[src/rtl/slow_spi_ctrl_regs.sv]
module slow_spi_ctrl_regs #(
  parameter int SYNC_STAGES = 2
) (
  input  logic       clk,
  input  logic       rst,
  input  logic       sck,
  input  logic       ss_n,
  input  logic       mosi,
  output logic       miso,
  output logic       miso_oe,
  output logic       irq_n,
  input  logic       click_evt,
  input  logic       mov_valid,
  input  logic [7:0] mov_x_abs,
  input  logic [7:0] mov_y_abs,
  input  logic       mov_x_neg,
  input  logic       mov_y_neg,
  input  logic       mov_x_ovf,
  input  logic       mov_y_ovf
);
  localparam int         WORD_W     = 8;
  localparam int         CNT_W      = $clog2(WORD_W);
  localparam logic [3:0] A_STATUS   = 4'd0;
  localparam logic [3:0] A_MODE     = 4'd1;
  localparam logic [3:0] A_ENABLE   = 4'd2;
  localparam logic [3:0] A_HEAT     = 4'd3;
  localparam logic [3:0] A_NAVSET   = 4'd4;
  localparam logic [3:0] A_CLKSET   = 4'd5;
  localparam logic [3:0] A_MOVTHR   = 4'd6;
  localparam logic [3:0] A_NAVPKT   = 4'd8;
  localparam logic [6:0] MODE_RST   = 7'h04;
  localparam logic [6:0] NAVSET_RST = 7'h20;
  localparam logic [6:0] CLKSET_RST = 7'h2D;

  logic [SYNC_STAGES-1:0] sck_q, mosi_q, ss_q;
  logic sck_d;

  always_ff @(posedge clk or posedge rst)
    if (rst) begin
      sck_q  <= '1;
      ss_q   <= '1;
      mosi_q <= '0;
      sck_d  <= 1'b1;
    end else begin
      sck_q  <= {sck_q[SYNC_STAGES-2:0], sck};
      ss_q   <= {ss_q[SYNC_STAGES-2:0], ss_n};
      mosi_q <= {mosi_q[SYNC_STAGES-2:0], mosi};
      sck_d  <= sck_q[SYNC_STAGES-1];
    end

  wire sel    = ~ss_q[SYNC_STAGES-1];
  wire sck_s  = sck_q[SYNC_STAGES-1];
  wire mosi_s = mosi_q[SYNC_STAGES-1];
  wire rise   = sel & sck_s & ~sck_d;
  wire fall   = sel & ~sck_s & sck_d;

  logic [CNT_W-1:0] bit_cnt;
  logic [6:0]       rx_sh;
  logic [7:0]       tx_sh, tx_next;
  logic             cmd_ok, cmd_rd;
  logic [3:0]       cmd_addr;
  logic [1:0]       idx;

  wire       word_done = rise & (bit_cnt == CNT_W'(WORD_W - 1));
  wire       is_cmd    = word_done & rx_sh[6];
  wire       is_data   = word_done & ~rx_sh[6];
  wire [6:0] payload   = {rx_sh[5:0], mosi_s};
  wire [3:0] w_addr    = rx_sh[4:1];
  wire       rd_cmd    = is_cmd & rx_sh[5];
  wire       wr_en     = is_data & cmd_ok & ~cmd_rd;
  wire       known     = (w_addr <= A_MOVTHR) | (w_addr == A_NAVPKT);
  wire       rd_status = rd_cmd & (w_addr == A_STATUS);
  wire       rd_nav    = rd_cmd & (w_addr == A_NAVPKT);
  wire       rd_bad    = rd_cmd & ~known;
  wire       mode_ok   = ~(payload[6] & (payload[5] | payload[4]));

  logic [6:0] mode_r, en_r, heat_r, navset_r, clkset_r, movthr_r;
  logic       st_click, st_mov, st_rderr;
  logic       n_yovf, n_xovf, n_yneg, n_xneg, n_click;
  logic [7:0] nav_x, nav_y, burst_x, burst_y;

  wire mov_hit = mov_valid & ((mov_x_abs > {movthr_r, 1'b0}) | (mov_y_abs > {movthr_r, 1'b0}));
  wire [7:0] status_byte = {st_click, st_mov, 2'b00, st_rderr, 3'b000};
  wire [7:0] nav_flags   = {n_yovf, n_xovf, n_yneg, n_xneg, 1'b1, 1'b0, n_click, 1'b0};

  logic [7:0] rd_value;
  always_comb
    case (w_addr)
      A_STATUS: rd_value = status_byte;
      A_MODE:   rd_value = {1'b0, mode_r};
      A_ENABLE: rd_value = {1'b0, en_r};
      A_HEAT:   rd_value = {1'b0, heat_r};
      A_NAVSET: rd_value = {1'b0, navset_r};
      A_CLKSET: rd_value = {1'b0, clkset_r};
      A_MOVTHR: rd_value = {1'b0, movthr_r};
      A_NAVPKT: rd_value = nav_flags;
      default:  rd_value = 8'h00;
    endcase

  always_ff @(posedge clk or posedge rst)
    if (rst) begin
      bit_cnt  <= '0;
      rx_sh    <= '0;
      tx_sh    <= '0;
      tx_next  <= '0;
      cmd_ok   <= 1'b0;
      cmd_rd   <= 1'b0;
      cmd_addr <= '0;
      idx      <= '0;
    end else begin
      if (rise) begin
        bit_cnt <= bit_cnt + 1'b1;
        rx_sh   <= payload;
      end
      if (fall) tx_sh <= (bit_cnt == '0) ? tx_next : {tx_sh[6:0], 1'b0};
      if (is_cmd) begin
        cmd_ok   <= 1'b1;
        cmd_rd   <= rx_sh[5];
        cmd_addr <= w_addr;
        idx      <= 2'd1;
        tx_next  <= rx_sh[5] ? rd_value : 8'h00;
      end else if (is_data) begin
        if (cmd_ok && cmd_rd && cmd_addr == A_NAVPKT && idx == 2'd1) tx_next <= burst_x;
        else if (cmd_ok && cmd_rd && cmd_addr == A_NAVPKT && idx == 2'd2) tx_next <= burst_y;
        else tx_next <= 8'h00;
        if (idx != 2'd3) idx <= idx + 1'b1;
      end
    end

  always_ff @(posedge clk or posedge rst)
    if (rst) begin
      mode_r   <= MODE_RST;
      en_r     <= '0;
      heat_r   <= '0;
      navset_r <= NAVSET_RST;
      clkset_r <= CLKSET_RST;
      movthr_r <= '0;
    end else if (wr_en) begin
      case (cmd_addr)
        A_MODE:   if (mode_ok) mode_r <= payload;
        A_ENABLE: en_r     <= payload;
        A_HEAT:   heat_r   <= payload;
        A_NAVSET: navset_r <= payload;
        A_CLKSET: clkset_r <= payload;
        A_MOVTHR: movthr_r <= payload;
        default:  ;
      endcase
    end

  always_ff @(posedge clk or posedge rst)
    if (rst) begin
      st_click <= 1'b0;
      st_mov   <= 1'b0;
      st_rderr <= 1'b0;
      n_click  <= 1'b0;
      n_xovf   <= 1'b0;
      n_yovf   <= 1'b0;
      n_xneg   <= 1'b0;
      n_yneg   <= 1'b0;
      nav_x    <= '0;
      nav_y    <= '0;
      burst_x  <= '0;
      burst_y  <= '0;
    end else begin
      st_click <= click_evt | (st_click & ~rd_status);
      st_mov   <= mov_hit   | (st_mov   & ~rd_status);
      st_rderr <= rd_bad    | (st_rderr & ~rd_status);
      n_click  <= click_evt | (n_click  & ~rd_nav);
      if (rd_nav) begin
        burst_x <= nav_x;
        burst_y <= nav_y;
      end
      if (mov_valid) begin
        nav_x  <= mov_x_abs;
        nav_y  <= mov_y_abs;
        n_xneg <= mov_x_neg;
        n_yneg <= mov_y_neg;
        n_xovf <= mov_x_ovf | (n_xovf & ~rd_nav);
        n_yovf <= mov_y_ovf | (n_yovf & ~rd_nav);
      end else if (rd_nav) begin
        nav_x  <= '0;
        nav_y  <= '0;
        n_xneg <= 1'b0;
        n_yneg <= 1'b0;
        n_xovf <= 1'b0;
        n_yovf <= 1'b0;
      end
    end

  assign miso    = tx_sh[7];
  assign miso_oe = sel;
  assign irq_n   = ~((st_click & en_r[6]) | (st_mov & en_r[5]) | (st_rderr & en_r[2]));

  AST_MODE_LEGAL: assert property (@(posedge clk) disable iff (rst) !(mode_r[6] && (mode_r[5] || mode_r[4])));
  AST_MODE_HOLD: assert property (@(posedge clk) disable iff (rst) !(wr_en && cmd_addr == A_MODE) |=> $stable(mode_r));
  AST_STATUS_CLEAR: assert property (@(posedge clk) disable iff (rst) rd_status && !click_evt && !mov_valid |=> !st_click && !st_mov && !st_rderr);
  AST_IRQ_RELEASE: assert property (@(posedge clk) disable iff (rst) rd_status && !click_evt && !mov_valid |=> irq_n);
  AST_NAV_CLEAR: assert property (@(posedge clk) disable iff (rst) rd_nav && !mov_valid |=> nav_x == 8'h00 && nav_y == 8'h00);
  AST_NAV_CLICK_KEPT: assert property (@(posedge clk) disable iff (rst) n_click && !rd_nav |=> n_click);
  AST_FRAME_HOLD: assert property (@(posedge clk) disable iff (rst) !sel |=> $stable(bit_cnt));
endmodule

[config.mk]
export PLATFORM = sky130hd
export DESIGN_NAME = slow_spi_ctrl_regs
export DESIGN_NICKNAME = d
export VERILOG_FILES = /design/src/rtl/slow_spi_ctrl_regs.sv
export SDC_FILE = /design/constraint.sdc
export NUM_CORES = 1
export LEC_CHECK = 0
export CORE_MARGIN = 1.5
export CORE_UTILIZATION = 48
export DETAILED_ROUTE_END_ITERATION = 10
export PLACE_DENSITY = 0.63
export SKIP_LAST_GASP = 1
export SLEW_MARGIN = 20
export SYNTH_ARGS = -nofsm -noshare
export SYNTH_HDL_FRONTEND = slang
export SYNTH_SLANG_ARGS = --single-unit
[constraint.sdc]
create_clock -name clk -period 4.9 [get_ports clk]
set_clock_uncertainty 0.1 [all_clocks]
set_input_delay 0.735 -clock clk [delete_from_list [all_inputs] [get_ports clk]]
set_output_delay 0.735 -clock clk [all_outputs]
set_load 0.05 [all_outputs]
==> results of run 1 <==
## synthesized netlist by cell type, types with 2 or more instances
master | instances | share of area
dfrtp_1 | 112 | 0.48
mux2_2 | 66 | 0.13
nand2_1 | 64 | 0.041
a21oi_1 | 31 | 0.026
o21ai_0 | 30 | 0.026
clkbuf_1 | 25 | 0.016
ha_1 | 20 | 0.043
nor2_1 | 20 | 0.013
inv_1 | 18 | 0.012
mux2i_1 | 17 | 0.029
dfstp_2 | 11 | 0.049
nor2b_1 | 10 | 0.011
nand3_1 | 9 | 0.0077
o221ai_1 | 9 | 0.013
nor3_1 | 8 | 0.0068
nand2b_1 | 6 | 0.0064
nand4b_1 | 5 | 0.0075
buf_1 | 4 | 0.0026
o21a_1 | 4 | 0.0051
a21o_1 | 3 | 0.0038
a22oi_1 | 3 | 0.0038
nand4_1 | 3 | 0.0032
nor3b_1 | 3 | 0.0038
a2111oi_0 | 2 | 0.0030
a211oi_1 | 2 | 0.0026
a221oi_1 | 2 | 0.0030
a22o_1 | 2 | 0.0030
a311oi_1 | 2 | 0.0030
nand3b_1 | 2 | 0.0026
nor3b_4 | 2 | 0.0064
o22ai_1 | 2 | 0.0021
o32ai_1 | 2 | 0.0030
or2_2 | 2 | 0.0021
or4_1 | 2 | 0.0026
## state kept, by name, summed over array words and instances (netlist names), 3 cells and up
register  cells
movthr_r      7
bit_cnt       3
clkset_r      7
heat_r        7
navset_r      7
mode_r        7
cmd_addr      4
burst_x       8
rx_sh         7
tx_next       8
tx_sh         8
nav_y         8
burst_y       8
en_r          7
nav_x         8
## critical path, delay by kind of cell, from the launching register on
family	cells	cell delay, ns
flops	1	0.55
mux	1	0.48
simple gates	3	1.81
## routing by layer
| metal | vias up | wire [um] |
|---|---|---|
| li1 | 1918 | - |
| met1 | 2037 | 6461 |
| met5 | - | 0 |
| met2 | 89 | 5873 |
| met4 | 0 | 325 |
| met3 | 28 | 721 |
## per-stage QoR
step | area (um^2) | total power [mW] | setup slack [ns]
after floorplan | 5871 | 1.588 | 0.8123
after global placement | 6279 | 1.744 | 1.808
after detailed placement | 6274 | 1.755 | 1.802
after CTS | 6870 | 3.028 | 1.792
after global routing | 6870 | 3.143 | 1.520
final | 6870 | 3.006 | 1.829
## final cells by class
| cell class | count | area, um^2 |
|---|---|---|
| Fill cell | 1030 | 5091 |
| Sequential cell | 123 | 3092 |
| Multi-Input combinational cell | 351 | 2597 |
| Clock buffer | 24 | 481.7 |
| Timing Repair Buffer | 35 | 330.3 |
| Tap cell | 147 | 183.9 |
| Clock inverter | 8 | 115.1 |
| Inverter | 18 | 70.07 |
## cell families (layout without fill, tap and decap cells)
group | Yosys count | in the layout
AOI/OAI and AO/OA | 101 | 101
xor gates and xnor gates | 1 | 1
adders and majority gates | 20 | 20
buffers and inverters | 48 | 85
and+or+nand+nor | 146 | 146
muxes | 83 | 83
DFF | 123 | 123
## where the power goes
| part | switching [mW] | internal, mW |
|---|---|---|
| clock | 0.431 | 0.835 |
| combinational | 0.327 | 0.203 |
| sequential | 0.107 | 1.10 |
| total | 0.865 | 2.14 |
## worst paths after layout
kind,cells past startpoint,from,end,slack (ns)
min in group asynchronous,2,rst,nav_y[3],0.75
worst min-delay path,0,mosi_q[0],mosi_q[1],0.25
worst max register to register,4,sck_q[1],burst_x[4],1.83
max in group asynchronous,3,rst,clkset_r[0],3.02
worst min register to register,0,mosi_q[0],mosi_q[1],0.25
worst max-delay path,4,sck_q[1],burst_x[4],1.83
## layout by cell type (no fill, tap or decap), types with 4 or more instances in the layout
cell type	Yosys	layout
a21oi_1	31	31
buf_4	0	6
clkbuf_1	25	4
clkbuf_16	0	17
clkdlybuf4s50_1	0	28
clkinv_2	0	5
dfrtp_1	112	112
dfstp_2	11	11
ha_1	20	20
inv_1	18	17
mux2_2	66	66
mux2i_1	17	17
nand2_1	64	64
nand2b_1	6	6
nand3_1	9	9
nand4b_1	5	5
nor2_1	20	20
nor2b_1	10	10
nor3_1	8	8
o21a_1	4	4
o21ai_0	30	30
o221ai_1	9	9
==> flow_summary.toml, run 1 <==
[worst_setup_path]
crit_path_top_delay_cell = "nor3b_2"
critical_path.cell_chain = "nor3b_2 > and3_1 > nand4_4 > mux2_2"
slowest_delay_ns = 0.72
start_kind = "register"
required_ns = 5.10
crit_path_end_kind = "register"
path_max_fanout = 37
path_class = "register to register"
crit_arrival_ns = 3.27

[clocking]
worstSkewPairLatency_ns = 0.42
cts_tree = "done"
cts_buffers = 17
cts_max_level = 4
clkTransAtPathRegs_ns = 0.05
cts_num_sinks = 123
root_buffer = "clkbuf_16"
ctsResizeCount = 0
cts_buffer_depth = 2
cts_setup_buffers = 0
ctsHoldBuffers = 0

[detailed_routing]
antenna_left = 0
drc = 0
wl_um = 13380
wl_per_cell_um = 18.95
drt_iter0_drc = 333
dr.pass1.iters = 5
via_per_inst = 5.768
vias = 4072

[hold_path]
hold_class = "register to register"

[synth]
yosysWarnings = 0
avgSynthCellArea_um2 = 11.25
ys_ff_latch = 123
synth-main-ff-cell = "dfrtp_1"
synth_edf_count = 0
yosys.area_share.simple = 0.1345
muxShareOfSynthArea = 0.1556
synth-xor-area-share = 0.001492
synth_cell_types = 53
async_reset_ff_frac = 1.000
synthAdderAreaFrac = 0.04263
syn_nets = 569
synth_top_family_by_area = "multiplexers"
synthCells = 522
synth_compound_area_frac = 0.1083
ys_seq_area_frac = 0.5266
syn_area_um2 = 5871

[floorplanning]
core-area_um2 = 11960
die_w_um = 113.6
ioPinCount = 30
rows = 40
die_area_um2 = 12900
start_util = 0.4908
fp.dieH_um = 113.6

[global_routing]
busiest_layer = "met1"
grt.overflow.total = 0
grt_max_degree = 70
grtUsageMet2 = 0.3229
met1_usage = 0.3306
grt_pass1_wl_um = 21870
grt_pass1_vias = 4065
use_met3 = 0.05739
grt_use_total = 0.2264
antenna_found_initial = 0

[place]
dpl.cell_count = 674
dp_hpwl_um = 9274
port_buffers = 29
gp_congestion = 0.8014

[power_and_ir_drop]
leakagePower_nw = 3.107
peakVddDrop_mv = 0.2830
power.density_nw_per_um2 = 437.5

[timing]
timing.hold.ws_ns = 0.2458
finalSetupViolations = 0
finalHoldViolations = 0
maxSlewViolCount = 0
rsz0062_at_grt = "false"
max_freq_mhz = 325.7
post-route-min-period_ns = 3.071
finalCritPeriodShare = 0.6267
worstMarginPinSlew_ns = 0.8622
setup_tns_ns = 0
slew_headroom = 0.4104

[layout]
diodes = 0
nets = 593
layout-drive-gt1-share = 0.2182
finalNonFillerCells = 706
area_growth_pct = 17.03
utilization = 0.5744

[flow_run]
cap_violations = 0

[outcome]
status = "complete, no violations"
No activity file was read; power rests on OpenSTA's default activity.
==> run 2: changes to the inputs <==
==> constraint.sdc (replaced) <==
create_clock -name clk -period 3.1 [get_ports clk]
set_clock_uncertainty 0.1 [all_clocks]
set_input_delay 0.465 -clock clk [delete_from_list [all_inputs] [get_ports clk]]
set_output_delay 0.465 -clock clk [all_outputs]
set_load 0.05 [all_outputs]
==> flow_summary.toml, run 2 (synthesis gave the netlist of run 1 again) <==
[clocking]
cts_setup_buffers = 0
cts_tree = "done"
ctsHoldBuffers = 0
worstSkewPairLatency_ns = 0.41
root_buffer = "clkbuf_16"
clkTransAtPathRegs_ns = 0.05
cts_num_sinks = 123
cts_max_level = 4
cts_buffer_depth = 2
cts_buffers = 17
ctsResizeCount = 0

[floorplanning]
fp.dieH_um = 113.6
die_area_um2 = 12900
start_util = 0.4908
core-area_um2 = 11960
ioPinCount = 30
die_w_um = 113.6
rows = 40

[power_and_ir_drop]
combinationalPowerShare = 0.192
sw_frac_of_total = 0.3034
total_power_mw = 4.521
seq_power_share = 0.427
peakVddDrop_mv = 0.4041
power.density_nw_per_um2 = 656.2
switchingPower_mw = 1.372
power_frac_clock = 0.381
leakagePower_nw = 3.114
power.internal_mw = 3.149

[worst_setup_path]
crit_path_end_kind = "register"
path_class = "register to register"
crit_arrival_ns = 2.81
start_kind = "register"
path_max_fanout = 13
required_ns = 3.26

[detailed_routing]
drt_iter0_drc = 237
wl_per_cell_um = 18.79
antenna_left = 0
dr.pass1.iters = 5
wl_um = 13440
via_per_inst = 5.808
drc = 0
vias = 4153

[place]
port_buffers = 29
dp_slack_ns = 0.5597
gp_congestion = 0.8433
dp_hpwl_um = 9707

[timing]
rsz0062_at_grt = "false"
finalWorstSetupSlack_ns = 0.4529
setup_tns_ns = 0
max_freq_mhz = 377.8
finalCritPeriodShare = 0.8539
worstMarginPinSlew_ns = 0.9446
post-route-min-period_ns = 2.647
timing.hold.ws_ns = 0.2551
finalSetupViolations = 0
maxSlewViolCount = 0
finalHoldViolations = 0
slew_headroom = 0.3540

[layout]
layout-drive-gt1-share = 0.2289
nets = 602
layout_commonest_cell = "dfrtp_1"
final_cell_mix = "dfrtp_1 (112), mux2_2 (66), nand2_1 (64)"
area_growth_pct = 17.37
diodes = 0
utilization = 0.5760

[flow_run]
cap_violations = 0

[global_routing]
grt.overflow.total = 0
antenna_found_initial = 0
grt_max_degree = 63
grt_use_total = 0.2297
grt_pass1_wl_um = 22500
grt_pass1_vias = 4289

[outcome]
status = "complete, no violations"

[hold_path]
hold_class = "register to register"
[run 2: changes by cell type in the layout (fill, tap and decap cells not counted)]
cell / before / now
buf_2: 1 / 0
buf_4: 6 / 13
buf_12: 0 / 2
clkdlybuf4s50_1: 28 / 29
inv_4: 1 / 0
clkinv_2: 5 / 7
clkinvlp_4: 0 / 3
bufinv_16: 3 / 0
clkbuf_8: 3 / 2
[run 2: metrics by stage]
stage | cells | cell area, um^2
floorplan | 522 | 5874
global placement | 683 | 6372
detailed placement | 683 | 6372
CTS | 715 | 6890
global route | 715 | 6890
finish | 715 | 6890
[run 2: final cells by class]
class	count	area [um^2]
multi-input cells	351	2597
well taps	147	183.9
fillers	1019	5071
inverters	18	71.32
clock buffers	23	467.9
clock inverters	9	50.05
flip-flops and latches	123	3092
repair buffers	44	427.9
[run 2: layer usage]
metal | track usage | share of wire | up-vias
met3 | 0.05951 | 0.045 | 19
met2 | 0.3458 | 0.47 | 92
met5 | 0 | 0 | -
li1 | - | - | 1934
met4 | 0.07083 | 0.017 | 0
met1 | 0.3282 | 0.47 | 2108
[run 2: power groups by stage]
stage	Clock, mW	Combinational [mW]	Sequential (mW)
finish	1.72	0.866	1.93
global route	1.83	0.973	1.95
CTS	1.75	0.870	1.93
detailed placement	0	0.866	1.96
global placement	0	0.850	1.95
floorplan	0	0.639	1.87
[run 2: final timing paths]
kind,from,end,slack (ns),cells after the start
worst min-delay path,sck_q[0],sck_q[1],0.26,0
min in group asynchronous,rst,burst_y[3],0.41,2
worst max-delay path,rx_sh[4],tx_next[1],0.45,7
max in group asynchronous,rst,clkset_r[2],1.71,3
worst max register to register,rx_sh[4],tx_next[1],0.45,7
worst min register to register,sck_q[0],sck_q[1],0.26,0
[run 2: worst max-delay path, cell delays in order, from the launching register on]
cell and delay, ns:
dfrtp_1 0.69, buf_4 0.27, nor2b_1 0.08, nand3_1 0.09
a21oi_1 0.07, a2111oi_0 0.86, buf_4 0.23, o221ai_1 0.11
